--- src/rtl/cmdq_pkg.sv ---
`timescale 1ns/1ps
package cmdq_pkg;
  localparam int BANK_W    = 3;
  localparam int ROW_W     = 14;
  localparam int COL_W     = 10;
  localparam int TAG_W     = 4;
  localparam int MAX_DEPTH = 16;

  typedef struct packed {
    logic             isWrite;
    logic [BANK_W-1:0] bank;
    logic [ROW_W-1:0]  row;
    logic [COL_W-1:0]  col;
    logic [TAG_W-1:0]  tag;
  } cmd_t;

  // strobes from scheduler to storage
  typedef struct packed {
    logic                 push;
    logic                 pop;
    logic [MAX_DEPTH-1:0] selOh;
  } qCtl_t;
endpackage

--- src/rtl/cmdq_store.sv ---
`timescale 1ns/1ps
module cmdq_store import cmdq_pkg::*; #(
  parameter int DEPTH = 4,
  localparam int CNT_W = $clog2(DEPTH + 1)
) (
  input  logic             clk,
  input  logic             rstN,
  input  qCtl_t            ctl,
  input  cmd_t             inCmd,
  output cmd_t             slot [DEPTH],
  output logic [DEPTH-1:0] slotVld,
  output logic [CNT_W-1:0] count,
  output cmd_t             outCmd
);
  cmd_t             nSlot [DEPTH];
  logic [DEPTH-1:0] nVld;
  logic [DEPTH-1:0] shiftEn;
  logic [CNT_W-1:0] wrPos;

  // every slot at or above the removed one takes its upper neighbour
  always_comb begin
    logic acc;
    acc = 1'b0;
    for (int i = 0; i < DEPTH; i++) begin
      acc = acc | ctl.selOh[i];
      shiftEn[i] = acc & ctl.pop;
    end
  end

  always_comb begin
    count = '0;
    for (int i = 0; i < DEPTH; i++) count = count + CNT_W'(slotVld[i]);
  end

  assign wrPos = count - CNT_W'(ctl.pop);

  always_comb begin
    for (int i = 0; i < DEPTH; i++) begin
      int up;
      up = (i < DEPTH - 1) ? i + 1 : i;
      nSlot[i] = slot[i];
      nVld[i]  = slotVld[i];
      if (shiftEn[i]) begin
        nSlot[i] = slot[up];
        nVld[i]  = (i < DEPTH - 1) ? slotVld[up] : 1'b0;
      end
      if (ctl.push && wrPos == CNT_W'(i)) begin
        nSlot[i] = inCmd;
        nVld[i]  = 1'b1;
      end
    end
  end

  always_comb begin
    outCmd = '0;
    for (int i = 0; i < DEPTH; i++) if (ctl.selOh[i]) outCmd = slot[i];
  end

  always_ff @(posedge clk) begin
    if (!rstN) begin
      slotVld <= '0;
      for (int i = 0; i < DEPTH; i++) slot[i] <= '0;
    end else begin
      slotVld <= nVld;
      for (int i = 0; i < DEPTH; i++) slot[i] <= nSlot[i];
    end
  end
endmodule

--- src/rtl/cmdq_sched.sv ---
`timescale 1ns/1ps
module cmdq_sched import cmdq_pkg::*; #(
  parameter int DEPTH     = 4,
  parameter int BUSY_CYC  = 4,
  parameter int AGE_LIMIT = 8,
  localparam int CNT_W     = $clog2(DEPTH + 1),
  localparam int NUM_BANKS = 1 << BANK_W,
  localparam int AGE_W     = $clog2(AGE_LIMIT + 1)
) (
  input  logic                 clk,
  input  logic                 rstN,
  input  cmd_t                 slot [DEPTH],
  input  logic [DEPTH-1:0]     slotVld,
  input  logic [CNT_W-1:0]     count,
  input  cmd_t                 issueCmd,
  input  logic                 reqValid,
  input  logic                 issueReady,
  output logic                 reqReady,
  output logic                 issueValid,
  output qCtl_t                ctl,
  output logic [NUM_BANKS-1:0] bankBusy,
  output logic [AGE_W-1:0]     ageCnt
);
  localparam int BC_W = $clog2(BUSY_CYC + 1);

  logic [BC_W-1:0]      busyCnt [NUM_BANKS];
  logic [ROW_W-1:0]     openRow [NUM_BANKS];
  logic [NUM_BANKS-1:0] rowOpen;
  logic                 lastWrite;
  logic [DEPTH-1:0]     hazard, elig, pref, cand, selLocal;
  logic                 forceOld;

  for (genvar b = 0; b < NUM_BANKS; b++) begin : g_busy
    assign bankBusy[b] = busyCnt[b] != '0;
  end

  always_comb begin
    for (int i = 0; i < DEPTH; i++) begin
      hazard[i] = 1'b0;
      for (int j = 0; j < DEPTH; j++)
        if (j < i && slotVld[j] && slot[j].bank == slot[i].bank &&
            slot[j].row == slot[i].row && (slot[j].isWrite || slot[i].isWrite))
          hazard[i] = 1'b1;
      elig[i] = slotVld[i] && !bankBusy[slot[i].bank] && !hazard[i];
      pref[i] = elig[i] && (slot[i].isWrite == lastWrite);
    end
  end

  assign forceOld = ageCnt >= AGE_W'(AGE_LIMIT);

  always_comb begin
    if (forceOld)   cand = elig & DEPTH'(1);
    else if (|pref) cand = pref;
    else            cand = elig;
  end

  assign selLocal   = cand & (~cand + DEPTH'(1));
  assign issueValid = |cand;
  assign reqReady   = count < CNT_W'(DEPTH);

  always_comb begin
    ctl       = '0;
    ctl.push  = reqValid && reqReady;
    ctl.pop   = issueValid && issueReady;
    ctl.selOh[DEPTH-1:0] = selLocal;
  end

  always_ff @(posedge clk) begin
    if (!rstN) begin
      rowOpen   <= '0;
      lastWrite <= 1'b0;
      ageCnt    <= '0;
      for (int b = 0; b < NUM_BANKS; b++) begin
        busyCnt[b] <= '0;
        openRow[b] <= '0;
      end
    end else begin
      for (int b = 0; b < NUM_BANKS; b++) begin
        if (ctl.pop && issueCmd.bank == BANK_W'(b) &&
            (!rowOpen[b] || openRow[b] != issueCmd.row)) begin
          busyCnt[b] <= BC_W'(BUSY_CYC);
          openRow[b] <= issueCmd.row;
          rowOpen[b] <= 1'b1;
        end else if (busyCnt[b] != '0) begin
          busyCnt[b] <= busyCnt[b] - 1'b1;
        end
      end
      if (ctl.pop) begin
        lastWrite <= issueCmd.isWrite;
        if (selLocal[0])    ageCnt <= '0;
        else if (!forceOld) ageCnt <= ageCnt + 1'b1;
      end
    end
  end
endmodule

--- src/rtl/cmdq_top.sv ---
`timescale 1ns/1ps
module cmdq_top import cmdq_pkg::*; #(
  parameter int DEPTH     = 4,
  parameter int BUSY_CYC  = 4,
  parameter int AGE_LIMIT = 8
) (
  input  logic              clk,
  input  logic              rstN,
  input  logic              reqValid,
  output logic              reqReady,
  input  logic              reqWrite,
  input  logic [BANK_W-1:0] reqBank,
  input  logic [ROW_W-1:0]  reqRow,
  input  logic [COL_W-1:0]  reqCol,
  input  logic [TAG_W-1:0]  reqTag,
  output logic              issueValid,
  input  logic              issueReady,
  output logic              issueWrite,
  output logic [BANK_W-1:0] issueBank,
  output logic [ROW_W-1:0]  issueRow,
  output logic [COL_W-1:0]  issueCol,
  output logic [TAG_W-1:0]  issueTag
);
  localparam int CNT_W     = $clog2(DEPTH + 1);
  localparam int NUM_BANKS = 1 << BANK_W;
  localparam int AGE_W     = $clog2(AGE_LIMIT + 1);

  qCtl_t                ctl;
  cmd_t                 inCmd, outCmd;
  cmd_t                 slot [DEPTH];
  logic [DEPTH-1:0]     slotVld;
  logic [CNT_W-1:0]     count;
  logic [NUM_BANKS-1:0] bankBusy;
  logic [AGE_W-1:0]     ageCnt;

  assign inCmd = '{isWrite: reqWrite, bank: reqBank, row: reqRow, col: reqCol, tag: reqTag};

  cmdq_store #(.DEPTH(DEPTH)) uStore (
    .clk(clk), .rstN(rstN), .ctl(ctl), .inCmd(inCmd),
    .slot(slot), .slotVld(slotVld), .count(count), .outCmd(outCmd)
  );

  cmdq_sched #(.DEPTH(DEPTH), .BUSY_CYC(BUSY_CYC), .AGE_LIMIT(AGE_LIMIT)) uSched (
    .clk(clk), .rstN(rstN), .slot(slot), .slotVld(slotVld), .count(count),
    .issueCmd(outCmd), .reqValid(reqValid), .issueReady(issueReady),
    .reqReady(reqReady), .issueValid(issueValid), .ctl(ctl),
    .bankBusy(bankBusy), .ageCnt(ageCnt)
  );

  assign issueWrite = outCmd.isWrite;
  assign issueBank  = outCmd.bank;
  assign issueRow   = outCmd.row;
  assign issueCol   = outCmd.col;
  assign issueTag   = outCmd.tag;
endmodule

--- config.mk ---
export PLATFORM = sky130hd
export DESIGN_NAME = cmdq_top
export DESIGN_NICKNAME = d
export VERILOG_FILES = /design/src/rtl/cmdq_pkg.sv /design/src/rtl/cmdq_store.sv /design/src/rtl/cmdq_sched.sv /design/src/rtl/cmdq_top.sv
export SDC_FILE = /design/constraint.sdc
export NUM_CORES = 1
export LEC_CHECK = 0
export ABC_CLOCK_PERIOD_IN_PS = 8820
export BUFFER_PORTS_ARGS = -buffer_cell sky130_fd_sc_hd__buf_2
export CELL_PAD_IN_SITES_DETAIL_PLACEMENT = 1
export CELL_PAD_IN_SITES_GLOBAL_PLACEMENT = 2
export CORE_ASPECT_RATIO = 1.1
export CORE_MARGIN = 2
export CORE_UTILIZATION = 40
export DETAILED_ROUTE_END_ITERATION = 16
export MAX_ROUTING_LAYER = met4
export PLACE_DENSITY_LB_ADDON = 0.2
export RECOVER_POWER = 25
export SYNTH_ARGS = -nofsm -noshare
export SYNTH_HDL_FRONTEND = slang
export SYNTH_SLANG_ARGS = --single-unit
--- constraint.sdc ---
create_clock -name clk -period 8.82 [get_ports clk]
set_clock_uncertainty 0.05 [all_clocks]
set_input_delay 0.441 -clock clk [delete_from_list [all_inputs] [get_ports clk]]
set_output_delay 0.441 -clock clk [all_outputs]
set_load 0.02 [all_outputs]
# Yosys cells after proc, flatten, opt, wreduce, memory -nomap -nowiden
# Memories as Yosys holds them, arrays and structs flattened.
# Index checks and enable logic that the tools add are counted.
[word_totals] reg_bits=145 latch_bits=0 ram_bits=136 rom_bits=0 inputBits=36 out_inout_bits=34 elab_cells=338 n_memories=2
[mem_list] name="uSched.openRow" depth=8 word_bits=14 rd=8 rd_ports_with_merged_regs=0 write_ports=8 line="cmdq_sched.sv:27" rtl="logic [ROW_W-1:0] openRow [NUM_BANKS];"
[mem_list] name="uSched.busyCnt" depth=8 word_bits=3 rd=8 rd_ports_with_merged_regs=0 write_ports=8 line="cmdq_sched.sv:26" rtl="logic [BC_W-1:0] busyCnt [NUM_BANKS];"
[classes] addsub=14 n_mul=0 n_div=0 order_cmp=6 n_eq_ne=35 shift=0 n_mux=117 bitwise=33 n_reduce_logical=97
[op_table] op="$mux W32" count=10
[op_table] op="$mux W14" count=8
[op_table] op="$ne A14 B14 Y1" count=8
[op_table] op="$eq A14 B14 Y1" count=6
[op_table] op="$mux W1" count=75
[op_table] op="$logic_and A1 B1 Y1" count=51
[op_table] op="$mux W3" count=16
[op_table] op="$or A1 B1 Y1" count=27
[op_table] op="$reduce_bool A3 Y1" count=8
[op_table] op="$sub A3 B1 Y3 const B" count=8
[op_table] op="$eq A3 B3 Y1" count=6
[op_table] op="$lt A3 B4 Y1 const B" count=4
[op_table] op="$mux W4" count=4
[op_table] op="$logic_not A1 Y1" count=15
[op_table] op="$logic_or A1 B1 Y1" count=14
[op_table] op="$bmux W1 S3" count=4
[op_table] op="$eq A3 B2 Y1 const B" count=4
[op_table] op="$eq A3 B3 Y1 const B" count=4
[op_table] op="$add A4 B1 Y4 const B" count=2
[op_table] op="$reduce_bool A2 Y1" count=4
[op_table] op="$reduce_or A4 Y1" count=2
[op_table] op="$add A3 B1 Y3" count=2
[op_table] op="$eq A3 B1 Y1 const B" count=2
[op_table] op="$logic_not A3 Y1" count=2
[op_table] op="other kinds (10)" count=16

# Longest topological paths before layout
# Gate-level depths: netlist (run 1).
[depth] ltp_word=28 mapped_depth=22 ltp_nobuf=19

# Modules after synthesis
# Synthesis (run 1) repeated with hierarchy kept, for this count alone.
[hier_totals] hier_cells=1724 area_unflattened_um2=16455.8
[by_module_without_submodules] module="cmdq_sched" n_inst=1 cells_each=811 area_each_um2=9155.0 seq_area_each_um2=4344.2
[by_module_without_submodules] module="cmdq_store" n_inst=1 cells_each=913 area_each_um2=7300.8 seq_area_each_um2=2642.5

# Worst setup path before layout (run 1)
# OpenSTA, ideal clock, no wires.
[synth_path] path_kind="register to register" startpoint="memory uSched.busyCnt[1][3] in the netlist's numbering" endpoint="memory uSched.openRow[0][0], enable pin" setup_ps=349 t_arrival_ps=4794 t_required_ps=8421 setup_slack_ps=3627 stages_incl_launch_ff=17 path_buffers=1 synth_period_minus_slack_ps=5193 path_cell_list="edfxtp_1 inv_1 ha_1 nor2b_1 mux4_2 mux2_2 o211ai_1 or4_4 and2_1 a311oi_1 nand2_1 o21ai_1 xor2_1 or4_1 o31ai_2 buf_2 nand2_1"
[synth_lines] element="start: declaration" line="cmdq_sched.sv:26"
[synth_lines] element="end: declaration" line="cmdq_sched.sv:27"

==> metrics.md, run 1 <==
| Metric | Value |
|---|---|
| Share of cells above drive strength 1 | 0.0860 |
| FF+latch count, synth | ~280 |
| Synth Area per Inst | 8.86 µm² |
| Nets | around 2,000 |
| Clk Latency, worst-skew pair | approximately 0.56 ns |
| Port-buffer cells | 69 |
| Clock power share | 0.227 |
| Most common cell after layout, fill and taps aside | nor2_1 |
| Routed wire per std cell | between 20 and 30 µm |
| Share of the synthesized area in the top cell type | 0.237 |
| RSZ-0062 raised after global routing | no |
| Actual slew at the worst max-slew pin | 2.62 ns |
| Final setup fails | 0 |
| Longest Clk Path Bufs | 3 |
| Peak Freq | ~130 MHz |
| First-pass GRT wire length | approximately 110,000 µm |
| Final min period | roughly 7.7 ns |
| Post-synth top flop | dfxtp_1 |
| Max Slew Vio Count | 113 |
| Status | complete, but fails checks |
| Via count | 15,800 |
| Design area | 18,900 µm² |
| Chip width | about 200 µm |
| Seq/Total Area, Yosys | 0.406 |
| CP delay by family, top | simple AND/OR/NAND/NOR gates |
| Commonest non-fill, non-tap cells in the layout | nor2_1 (257), dfxtp_1 (145), edfxtp_1 (136) |
| Mapped Area | about 17,000 µm² |
| CTS tree | built |
| All-Layer GR Usage | 0.340 |
| Area post-placement | about 18,000 µm² |
| Std cell rows | roughly 80 |
| Synth Warn # | 0 |
| Switching power | between 2 and 3 mW |
| Ys async rst share | 0 |
| Fin crit share | 0.873 |
| Post-CTS Setup Bufs | 0 |
| DRC marker count from the first detailed-route iteration | approximately 1,400 |
| Max FO, Critical Path | 70 |
| Nature of the critical path endpoint | register |
| Final Util | 0.446 |
| Sw Share | 0.457 |
| Hold buffers post-CTS | 0 |
| Seq pwr share | 0.328 |
| CP Buf/Inv Count | 2 |
| DR vias/cell | roughly 6.3 |
| GP Congestion | 0.954 |
| Initial antenna violation count | 3 |
| Max_slew headroom | -0.746 |
| Setup TNS | 0 ns |
| Syn Inst Count | 1,941 |
| CP startpoint kind | register |
| Area leader, netlist | edfxtp_1 |
| Synth-to-layout area growth | 9.96% |
| Final Routed Wirelength | about 74,000 µm |
| Resized Gates After CTS | 0 |
| Clock transition at the registers of the reported paths | 0.06 ns |
| Residual DRC count | 0 |
| Pin count of the biggest net entering global routing | between 90 and 100 |
| ANT nets after route | 0 |
| CP Cell Sequence | xor2_1, nor4_1, nand3_1, o22ai_1, nor3_1, a211oi_4, buf_4, a311o_1, clkbuf_1, nor2_1, or3_1, a22oi_1, or4b_1, o31ai_4, nand2_1 |
| Gate power share | 0.445 |
| CTS buffer count | 35 |
| Post-detail-place hpwl | between 50,000 and 60,000 µm |
| Max stage delay on crit path | between 0.9 and 1 ns |
| Synth area leaders | edfxtp_1 (24%), dfxtp_1 (17%), xor2_1 (6.5%) |
| Ports | 70 |
| Number of flops mapped to enable cells by yosys | 136 |
| Die Y | roughly 220 µm |
| H-tree depth | 2 |
| Power Internal | 3.47 mW |
| Critical path data required time | between 8 and 9 ns |
| HP Class | in2reg |
| Initial core utilization | 0.406 |
| Gr ovfl total | 0 |
| P_leak | between 7 and 8 nW |
| Vias in the first global route | between 15,000 and 20,000 |
| CTS Root Buffer Type | clkbuf_16 |
| Worst Path Arrival | around 7.6 ns |
| Drt first pass iters | 5 |
| Yosys cell types | 88 |
| Violated checks | max-capacitance violations, max-slew violations |
| Maxcap violations | 3 |
| P per Cell Area | ~340 nW/µm² |
| Num Clock Sinks | ~280 |
| Worst VDD drop | 0.000172 V |
| Slowest CP cell | dfxtp_1 |
| Crit path kind | reg2reg |
| Core footprint | approximately 42,000 µm² |
| Final Hold Viols | 0 |
| Net Count, Synth | 2,000 |
| Full die area | 44,700 µm² |
## kinds of logic (layout without fill, tap and decap cells)
group / after synthesis / count (layout) / share of synthesized area
AOI/OAI and AO/OA: 485 / 485 / 0.200
xor gates and xnor gates: 177 / 177 / 0.0901
adders and majority gates: 23 / 23 / 0.0172
buffers and inverters: 264 / 254 / 0.0618
DFF: 281 / 281 / 0.406
muxes: 96 / 96 / 0.0611
other: 0 / 2 / 0
and+or+nand+nor: 615 / 615 / 0.164
## worst paths after layout
| kind | start | to | slack, ns | depth (start not counted) |
|---|---|---|---|---|
| max | uStore.slot[21] | uSched.openRow[1][24] | 1.12 | 15 |
| min | reqRow[9] | uStore.slot[23] | 0.11 | 3 |
| max reg2reg | uStore.slot[21] | uSched.openRow[1][24] | 1.12 | 15 |
| min reg2reg | uStore.slot[2] | uStore.slot[2] | 0.42 | 2 |
## tightest hold or removal path, cell delays in order
cell	delay (ns)
buf_2	0.12
nand2_1	0.05
a21oi_1	0.05
## Yosys cell counts, drive strengths merged, types with 21 or more instances
master / n
a31oi: 21
o22ai: 29
nand2: 133
nor2: 257
nand3: 63
nor3: 29
buf: 50
ha: 22
xor2: 127
edfxtp: 136
a22oi: 35
xnor2: 50
dfxtp: 145
clkbuf: 129
a211oi: 104
o21ai: 61
mux2i: 87
nor4: 34
inv: 83
a21oi: 89
## metal layers
metal / track usage / up-vias / wire length [µm]
li1: - / 6970 / -
met1: 0.437 / 7959 / 31300
met2: 0.532 / 703 / 34300
met3: 0.0494 / 207 / 4990
met4: 0.151 / 0 / 3720
met5: - / - / 0
## metrics by stage
| step | setup WS, ns | power (mW) | std cells | hold slack (ns) |
|---|---|---|---|---|
| CTS | 1.94 | 6.39 | 2498 | 0.0873 |
| floorplan | 3.63 | 3.87 | 1941 | 0.384 |
| finish | 1.12 | 6.39 | 2500 | 0.109 |
| detailed placement | 1.98 | 4.93 | 2435 | 0.407 |
| global route | 0.710 | 6.72 | 2500 | 0.108 |
| global placement | 2.10 | 4.87 | 2435 | 0.394 |
## area by class of cell
class                   instances  area, µm²
flip-flops and latches        281       6990
repair buffers                106        578
clock buffers                  48        987
clock inverters                15        141
well taps                     567        709
multi-input cells            1396       9190
fillers                      4904      23500
inverters                      85        320
diodes                          2       5.00
## registers in the layout, indices dropped and copies added (netlist names)
| signal | cells |
|---|---|
| uSched.ageCnt | 4 |
| uSched.busyCnt | 24 |
| uSched.lastWrite | 1 |
| uSched.openRow | 112 |
| uSched.rowOpen | 8 |
| uStore.slot | 128 |
| uStore.slotVld | 4 |
## power groups by stage
stage | clock (mW) | combinational (mW) | sequential (mW)
detailed placement | 0 | 2.82 | 2.10
finish | 1.45 | 2.85 | 2.09
global placement | 0 | 2.77 | 2.09
global route | 1.53 | 3.07 | 2.12
floorplan | 0 | 2.08 | 1.79
CTS | 1.48 | 2.84 | 2.08
(Power assumes the default switching activity.)
==> run 2, diff against run 1 <==
--- a/config.mk
+++ b/config.mk
@@ -5,6 +5,7 @@
 export SDC_FILE = /design/constraint.sdc
 export NUM_CORES = 1
 export LEC_CHECK = 0
+export ABC_AREA = 0
 export ABC_CLOCK_PERIOD_IN_PS = 8820
 export BUFFER_PORTS_ARGS = -buffer_cell sky130_fd_sc_hd__buf_2
 export CELL_PAD_IN_SITES_DETAIL_PLACEMENT = 1
@@ -16,6 +17,7 @@
 export MAX_ROUTING_LAYER = met4
 export PLACE_DENSITY_LB_ADDON = 0.2
 export RECOVER_POWER = 25
+export REMOVE_ABC_BUFFERS = 1
 export SYNTH_ARGS = -nofsm -noshare
 export SYNTH_HDL_FRONTEND = slang
 export SYNTH_SLANG_ARGS = --single-unit
==> run 2 against run 1 <==
Against the previous run: the flow still finishes with violations (max-capacitance violations, max-slew violations); global-route usage decreased by 1.2 points; critical path type unchanged; power decreased by 1.4%; largest power group unchanged; setup slack got worse by 0.15 ns.
==> metrics.md, run 2 (synthesized netlist as in run 1, its figures left out) <==
| Metric | Value |
|---|---|
| All-Layer GR Usage | 0.328 (was 0.340) |
| Synth-to-layout area growth | 9.40% (was 9.96%) |
| Drt first pass iters | 5 (unchanged) |
| DR vias/cell | 6.32 (was 6.34) |
| RSZ-0062 raised after global routing | no (unchanged) |
| First-pass GRT wire length | 106,000 µm (was 109,000 µm) |
| Sw Share | 0.455 (was 0.457) |
| Commonest non-fill, non-tap cells in the layout | nor2_1 (257), dfxtp_1 (145), edfxtp_1 (136) (unchanged) |
| Worst Path Arrival | 8.04 ns (was 7.64 ns) |
| Residual DRC count | 0 (unchanged) |
| GP Congestion | 0.992 (was 0.954) |
| Area post-placement | 17,800 µm² (was 17,900 µm²) |
| Num Clock Sinks | 281 (unchanged) |
| Top Registers | uStore.slot x128, uSched.openRow x112, uSched.busyCnt x24 (unchanged) |
| Initial core utilization | 0.406 (unchanged) |
| Post-detail-place hpwl | 50,900 µm (was 52,100 µm) |
| Dpl cells | 2,432 (was 2,435) |
| CTS buffer count | 34 (was 35) |
| Fin crit share | 0.890 (was 0.873) |
| Critical path data required time | 9.01 ns (was 8.77 ns) |
| Std cell rows | 79 (unchanged) |
| Pre-CTS setup slack | 1.88 ns (was 1.98 ns) |
| Clk Latency, worst-skew pair | 0.57 ns (was 0.56 ns) |
| Max Slew Vio Count | 95 (was 113) |
| Max FO, Critical Path | 19 (was 70) |
| Multi-input gate area | 9170 µm² (was 9190 µm²) |
| H-tree depth | 2 (unchanged) |
| Hold buffers post-CTS | 0 (unchanged) |
| Flop2flop setup slack | 0.97 ns (was 1.12 ns) |
| Clock transition at the registers of the reported paths | 0.06 ns (about the same) |
| Initial antenna violation count | 0 (was 3) |
| Max FFs per register | 128 (unchanged) |
| Ports | 70 (unchanged) |
| Longest Clk Path Bufs | 3 (unchanged) |
| Worst VDD drop | 0.000164 V (was 0.000172 V) |
| Nature of the critical path endpoint | register (unchanged) |
| Non-Filler Instances | 2,495 (was 2,500) |
| CTS Root Buffer Type | clkbuf_16 (unchanged) |
| Vias in the first global route | 16,200 (was 16,000) |
| Hold_sp | reqCol[8] (was reqRow[9]) |
| CP startpoint kind | register (unchanged) |
| P_leak | 7.31 nW (was 7.35 nW) |
| Reg-to-Reg Start | uSched.busyCnt[1][3] (was uStore.slot[21]) |
| Most common cell after layout, fill and taps aside | nor2_1 (unchanged) |
| Final min period | 7.85 ns (was 7.70 ns) |
| Violated checks | max-capacitance violations, max-slew violations (unchanged) |
| Register area | 6990 µm² (unchanged) |
| Seq pwr share | 0.332 (was 0.328) |
| CTS tree | built (unchanged) |
| WHS | 0.117 ns (was 0.109 ns) |
| Setup ws final | 0.973 ns (was 1.12 ns) |
| Share of cells above drive strength 1 | 0.0794 (was 0.0860) |
| HP Class | in2reg (unchanged) |
| DRC marker count from the first detailed-route iteration | 1,354 (was 1,408) |
| Design area | 18,800 µm² (was 18,900 µm²) |
| Gate power share | 0.444 (was 0.445) |
| FILL cells | 4,918 (was 4,904) |
| Max_slew headroom | -0.733 (was -0.746) |
| Full die area | 44,700 µm² (unchanged) |
| Power Internal | 3.43 mW (was 3.47 mW) |
| Core footprint | 42,400 µm² (unchanged) |
| Status | complete, but fails checks (unchanged) |
| Peak Freq | 127 MHz (was 130 MHz) |
| Maxcap violations | 3 (unchanged) |
| Chip width | 202 µm (unchanged) |
| Resized Gates After CTS | 0 (unchanged) |
| Post-CTS Setup Bufs | 0 (unchanged) |
| Worst setup startpoint | uSched.busyCnt[1][3] (was uStore.slot[21]) |
| P per Cell Area | 335 nW/µm² (was 338 nW/µm²) |
| Final Routed Wirelength | 72,200 µm (was 74,300 µm) |
| Final setup fails | 0 (unchanged) |
| Die Y | 222 µm (unchanged) |
| ANT nets after route | 0 (unchanged) |
| Routed wire per std cell | 28.9 µm (was 29.7 µm) |
| Port-buffer cells | 69 (unchanged) |
| Actual slew at the worst max-slew pin | 2.60 ns (was 2.62 ns) |
| Nets | 1,960 (was 1,964) |
| Gr ovfl total | 0 (unchanged) |
| Crit path kind | reg2reg (unchanged) |
| Clock power share | 0.223 (was 0.227) |
| Final Hold Viols | 0 (unchanged) |
| Setup TNS | 0 ns (unchanged) |
| Pin count of the biggest net entering global routing | 72 (was 94) |
| Via count | 15,800 (about the same) |
| Switching power | 2.87 mW (was 2.92 mW) |
| Largest Register | uStore.slot (unchanged) |
## run 2: final cells by class
class                   instances  share of cell area
clock buffers                  50              0.0518
well taps                     567              0.0377
diodes                          2            0.000266
clock inverters                11             0.00592
multi-input cells            1396               0.487
repair buffers                103              0.0290
inverters                      85              0.0170
flip-flops and latches        281               0.371
## run 2: routing by layer
metal | track usage | up-vias | wire length [µm]
li1 | - | 6962 | -
met1 | 0.397 | 7911 | 29200
met2 | 0.525 | 674 | 33900
met3 | 0.0473 | 232 | 4780
met4 | 0.185 | 0 | 4260
met5 | - | - | 0
## run 2: critical path, stage by stage, from the launching register on
cell and delay (ns):
edfxtp_1 0.39, inv_1 0.12, ha_1 0.18, nor2b_1 0.45
mux4_2 0.36, nand2b_1 0.12, o221ai_1 0.18, or3_1 0.52
a31oi_1 0.80, or2_0 0.88, nor2_1 0.35, buf_4 0.38
a21oi_1 0.89, a22o_1 0.29, a211oi_1 0.05, a41oi_1 0.28
clkbuf_1 0.93, nand2b_1 0.29
## run 2: stage by stage
stage / power [mW] / utilization
2_1_floorplan: 3.77 / -
3_3_place_gp: 4.80 / 0.420
3_5_place_dp: 4.88 / 0.420
4_1_cts: 6.31 / 0.446
5_1_grt: 6.61 / 0.444
6_report: 6.30 / 0.444
## run 2: final timing paths
path | endpoint | cells past startpoint
setup / recovery | uSched.busyCnt[1][10] | 17
hold / removal | uStore.slot[12] | 3
setup reg to reg | uSched.busyCnt[1][10] | 17
hold reg to reg | uSched.rowOpen[5] | 1
## run 2: power groups by stage
stage / registers, mW / logic (mW) / clock network (mW)
after CTS: 2.08 / 2.80 / 1.43
final: 2.09 / 2.80 / 1.41
after global placement: 2.09 / 2.71 / 0
after detailed placement: 2.11 / 2.78 / 0
after floorplan: 1.93 / 1.84 / 0
after global routing: 2.12 / 3.02 / 1.48
==> run 3, diff against run 2 <==
--- a/config.mk
+++ b/config.mk
@@ -20,4 +20,5 @@
 export REMOVE_ABC_BUFFERS = 1
 export SYNTH_ARGS = -nofsm -noshare
 export SYNTH_HDL_FRONTEND = slang
+export SYNTH_HIERARCHICAL = 1
 export SYNTH_SLANG_ARGS = --single-unit
==> run 3 against run 2 <==
Against the previous run: the flow still finishes with violations (max-capacitance violations, max-slew violations); via count decreased by 16%; routed wire length decreased by 22%; final area decreased by 4.4%; clock-buffer cell count increased by 4; synthesized cell count decreased by 12%; critical path depth unchanged; largest cell class unchanged; highest routed layer unchanged; first-iteration DRC count decreased by 41%; flip-flop and latch count unchanged; maximum frequency increased by 3.5%.
==> metrics.md, run 3 <==
| Metric | Value |
|---|---|
| Resized Gates After CTS | 0 (unchanged) |
| P_leak | 6.75 nW (was 7.31 nW) |
| CTS tree | built (unchanged) |
| All-Layer GR Usage | 0.273 (was 0.328) |
| Maxcap violations | 1 (was 3) |
| End of the critical path | uStore/slot[30] (was uSched.busyCnt[1][10]) |
| GP Congestion | 0.934 (was 0.992) |
| CP Depth | 17 (unchanged) |
| Routing usage on met2 | 0.472 (was 0.525) |
| Syn Inst Count | 1,711 (was 1,941) |
| Ports | 70 (unchanged) |
| DR vias/cell | 5.92 (was 6.32) |
| Critical path data required time | 9.21 ns (was 9.01 ns) |
| RSZ-0062 raised after global routing | no (unchanged) |
| Mapped Area | 16,400 µm² (was 17,200 µm²) |
| CTS Root Buffer Type | clkbuf_16 (unchanged) |
| Actual slew at the worst max-slew pin | 2.88 ns (was 2.60 ns) |
| GR peak layer | met2 (unchanged) |
| Hold_sp | issueReady (was reqCol[8]) |
| Top Registers | uStore/slot x128, uSched/openRow x112, uSched/busyCnt x24 (was uStore.slot x128, uSched.openRow x112, uSched.busyCnt x24) |
| Longest Clk Path Bufs | 3 (unchanged) |
| Flop2flop setup slack | 1.24 ns (was 0.97 ns) |
| Setup TNS | 0 ns (unchanged) |
| Clock transition at the registers of the reported paths | 0.06 ns (about the same) |
| Hold buffers post-CTS | 0 (unchanged) |
| Register area | 6990 µm² (unchanged) |
| Core footprint | 40,300 µm² (was 42,400 µm²) |
| ANT nets after route | 0 (unchanged) |
| Final Routed Wirelength | 56,200 µm (was 72,200 µm) |
| Nature of the critical path endpoint | register (unchanged) |
| Worst VDD drop | 0.000289 V (was 0.000164 V) |
| Slowest CP cell | clkbuf_1 (unchanged) |
| Setup ws final | 1.24 ns (was 0.973 ns) |
| DRC marker count from the first detailed-route iteration | 803 (was 1,354) |
| CTS buffer count | 35 (was 34) |
| Area post-placement | 17,000 µm² (was 17,800 µm²) |
| FILL cells | 4,567 (was 4,918) |
| Final Power | 6.64 mW (was 6.30 mW) |
| Nets | 1,761 (was 1,960) |
| HP Class | in2reg (unchanged) |
| Initial antenna violation count | 4 (was 0) |
| Synth Warn # | 6 (was 0) |
| Residual DRC count | 0 (unchanged) |
| Max FO, Critical Path | 34 (was 19) |
| Fin crit share | 0.860 (was 0.890) |
| Clk Latency, worst-skew pair | 0.54 ns (was 0.57 ns) |
| Violated checks | max-capacitance violations, max-slew violations (unchanged) |
| Peak Freq | 132 MHz (was 127 MHz) |
| Full die area | 42,500 µm² (was 44,700 µm²) |
| Num Clock Sinks | 281 (unchanged) |
| Reg-to-Reg End | uStore/slot[30] (was uSched.busyCnt[1][10]) |
| CP Cell Sequence | inv_1, ha_1, nor2b_1, inv_1, mux4_2, mux2i_1, o21ai_0, nor3_1, nor3b_1, a22oi_1, a41oi_4, clkbuf_1, xnor2_4, clkbuf_2, nor3_1, clkbuf_2, mux2i_1 (was inv_1, ha_1, nor2b_1, mux4_2, nand2b_1, o221ai_1, or3_1, a31oi_1, or2_0, nor2_1, buf_4, a21oi_1, a22o_1, a211oi_1, a41oi_1, clkbuf_1, nand2b_1) |
| Die Y | 216 µm (was 222 µm) |
| Commonest non-fill, non-tap cells in the layout | nand2_1 (253), dfxtp_1 (145), edfxtp_1 (136) (was nor2_1 (257), dfxtp_1 (145), edfxtp_1 (136)) |
| Most common cell after layout, fill and taps aside | nand2_1 (was nor2_1) |
| Max FFs per register | 128 (unchanged) |
| Initial core utilization | 0.406 (about the same) |
| Synth Area per Inst | 9.56 µm² (was 8.86 µm²) |
| CP delay by family, top | buffers and inverters (was simple AND/OR/NAND/NOR gates) |
| CP Buf/Inv Count | 5 (was 3) |
| Std cell rows | 77 (was 79) |
| GR met1 Demand/Resource | 0.322 (was 0.397) |
| Worst reg-to-reg path cell count | 17 (unchanged) |
| Worst setup startpoint | uSched/busyCnt[0][18] (was uSched.busyCnt[1][3]) |
| Port-buffer cells | 69 (unchanged) |
| First-pass GRT wire length | 85,800 µm (was 106,000 µm) |
| Chip width | 197 µm (was 202 µm) |
| Gr ovfl total | 0 (unchanged) |
| P per Cell Area | 369 nW/µm² (was 335 nW/µm²) |
| Status | complete, but fails checks (unchanged) |
| H-tree depth | 2 (unchanged) |
| Post-detail-place hpwl | 36,400 µm (was 50,900 µm) |
| Routed wire per std cell | 25.0 µm (was 28.9 µm) |
| Via count | 13,300 (was 15,800) |
| Final setup fails | 0 (unchanged) |
| Met3 Usage GRT | 0.0330 (was 0.0473) |
| Max_slew headroom | -0.917 (was -0.733) |
| Max stage delay on crit path | 2.05 ns (was 0.93 ns) |
| Drt first pass iters | 6 (was 5) |
| Final min period | 7.58 ns (was 7.85 ns) |
| Worst Path Arrival | 7.97 ns (was 8.04 ns) |
| Synth-to-layout area growth | 10.0% (was 9.40%) |
| Crit path kind | reg2reg (unchanged) |
| Multi-input gate area | 8350 µm² (was 9170 µm²) |
| Post-CTS Setup Bufs | 0 (unchanged) |
| Pre-CTS setup slack | 1.92 ns (was 1.88 ns) |
| Max Slew Vio Count | 34 (was 95) |
| Final Util | 0.447 (was 0.444) |
| Reg-to-Reg Start | uSched/busyCnt[0][18] (was uSched.busyCnt[1][3]) |
| Final Hold Viols | 0 (unchanged) |
| Share of cells above drive strength 1 | 0.119 (was 0.0794) |
| Largest Register | uStore/slot (was uStore.slot) |
| CP startpoint kind | register (unchanged) |
| Pin count of the biggest net entering global routing | 78 (was 72) |
| Design area | 18,000 µm² (was 18,800 µm²) |
| Vias in the first global route | 14,000 (was 16,200) |
## run 3: where the power goes
| group | leakage (nW) | switching [mW] | internal [mW] |
|---|---|---|---|
| Clock | 0.542 | 0.573 | 0.850 |
| Sequential | 2.61 | 0.311 | 1.67 |
| Combinational | 3.60 | 2.20 | 1.04 |
| Total | 6.75 | 3.08 | 3.56 |
## run 3: how the worst min path moves through the flow
stage	cells after the start	slack [ns]	to
after floorplan	1	0.39	uSched/rowOpen[0]
after global placement	1	0.40	uSched/rowOpen[2]
after detailed placement	1	0.41	uSched/rowOpen[1]
after CTS	2	0.06	uSched/ageCnt[3]
after global routing	2	0.08	uSched/ageCnt[3]
final	2	0.08	uSched/ageCnt[3]
## run 3: metal layers
layer / wire length [µm] / share of wire / vias up
li1: - / - / 6144
met1: 23400 / 0.42 / 6659
met2: 28200 / 0.50 / 355
met3: 2280 / 0.041 / 143
met4: 2330 / 0.041 / 0
met5: 0 / 0 / -
## run 3: final cells by class
type                            instances  area share
Multi-Input combinational cell       1197       0.464
Clock buffer                           54      0.0560
Tap cell                              513      0.0357
Timing Repair Buffer                   99      0.0307
Antenna cell                            4    0.000556
Sequential cell                       281       0.388
Clock inverter                          9     0.00640
Inverter                               89      0.0186
## run 3: worst reg2reg max path: cells and delay by family, from the launching register on
family / cells / cell delay (ns)
buffers and inverters: 5 / 3.80
and+or+nand+nor: 4 / 1.27
muxes: 3 / 1.01
AOI/OAI and AO/OA: 3 / 0.76
DFF: 1 / 0.35
adders and majority gates: 1 / 0.17
xor gates and xnor gates: 1 / 0.09
## run 3: metrics by stage
step	hold WS, ns	instances
floorplan	0.392	1567
global placement	0.402	2179
detailed placement	0.413	2179
CTS	0.0626	2242
global route	0.0798	2246
finish	0.0809	2246
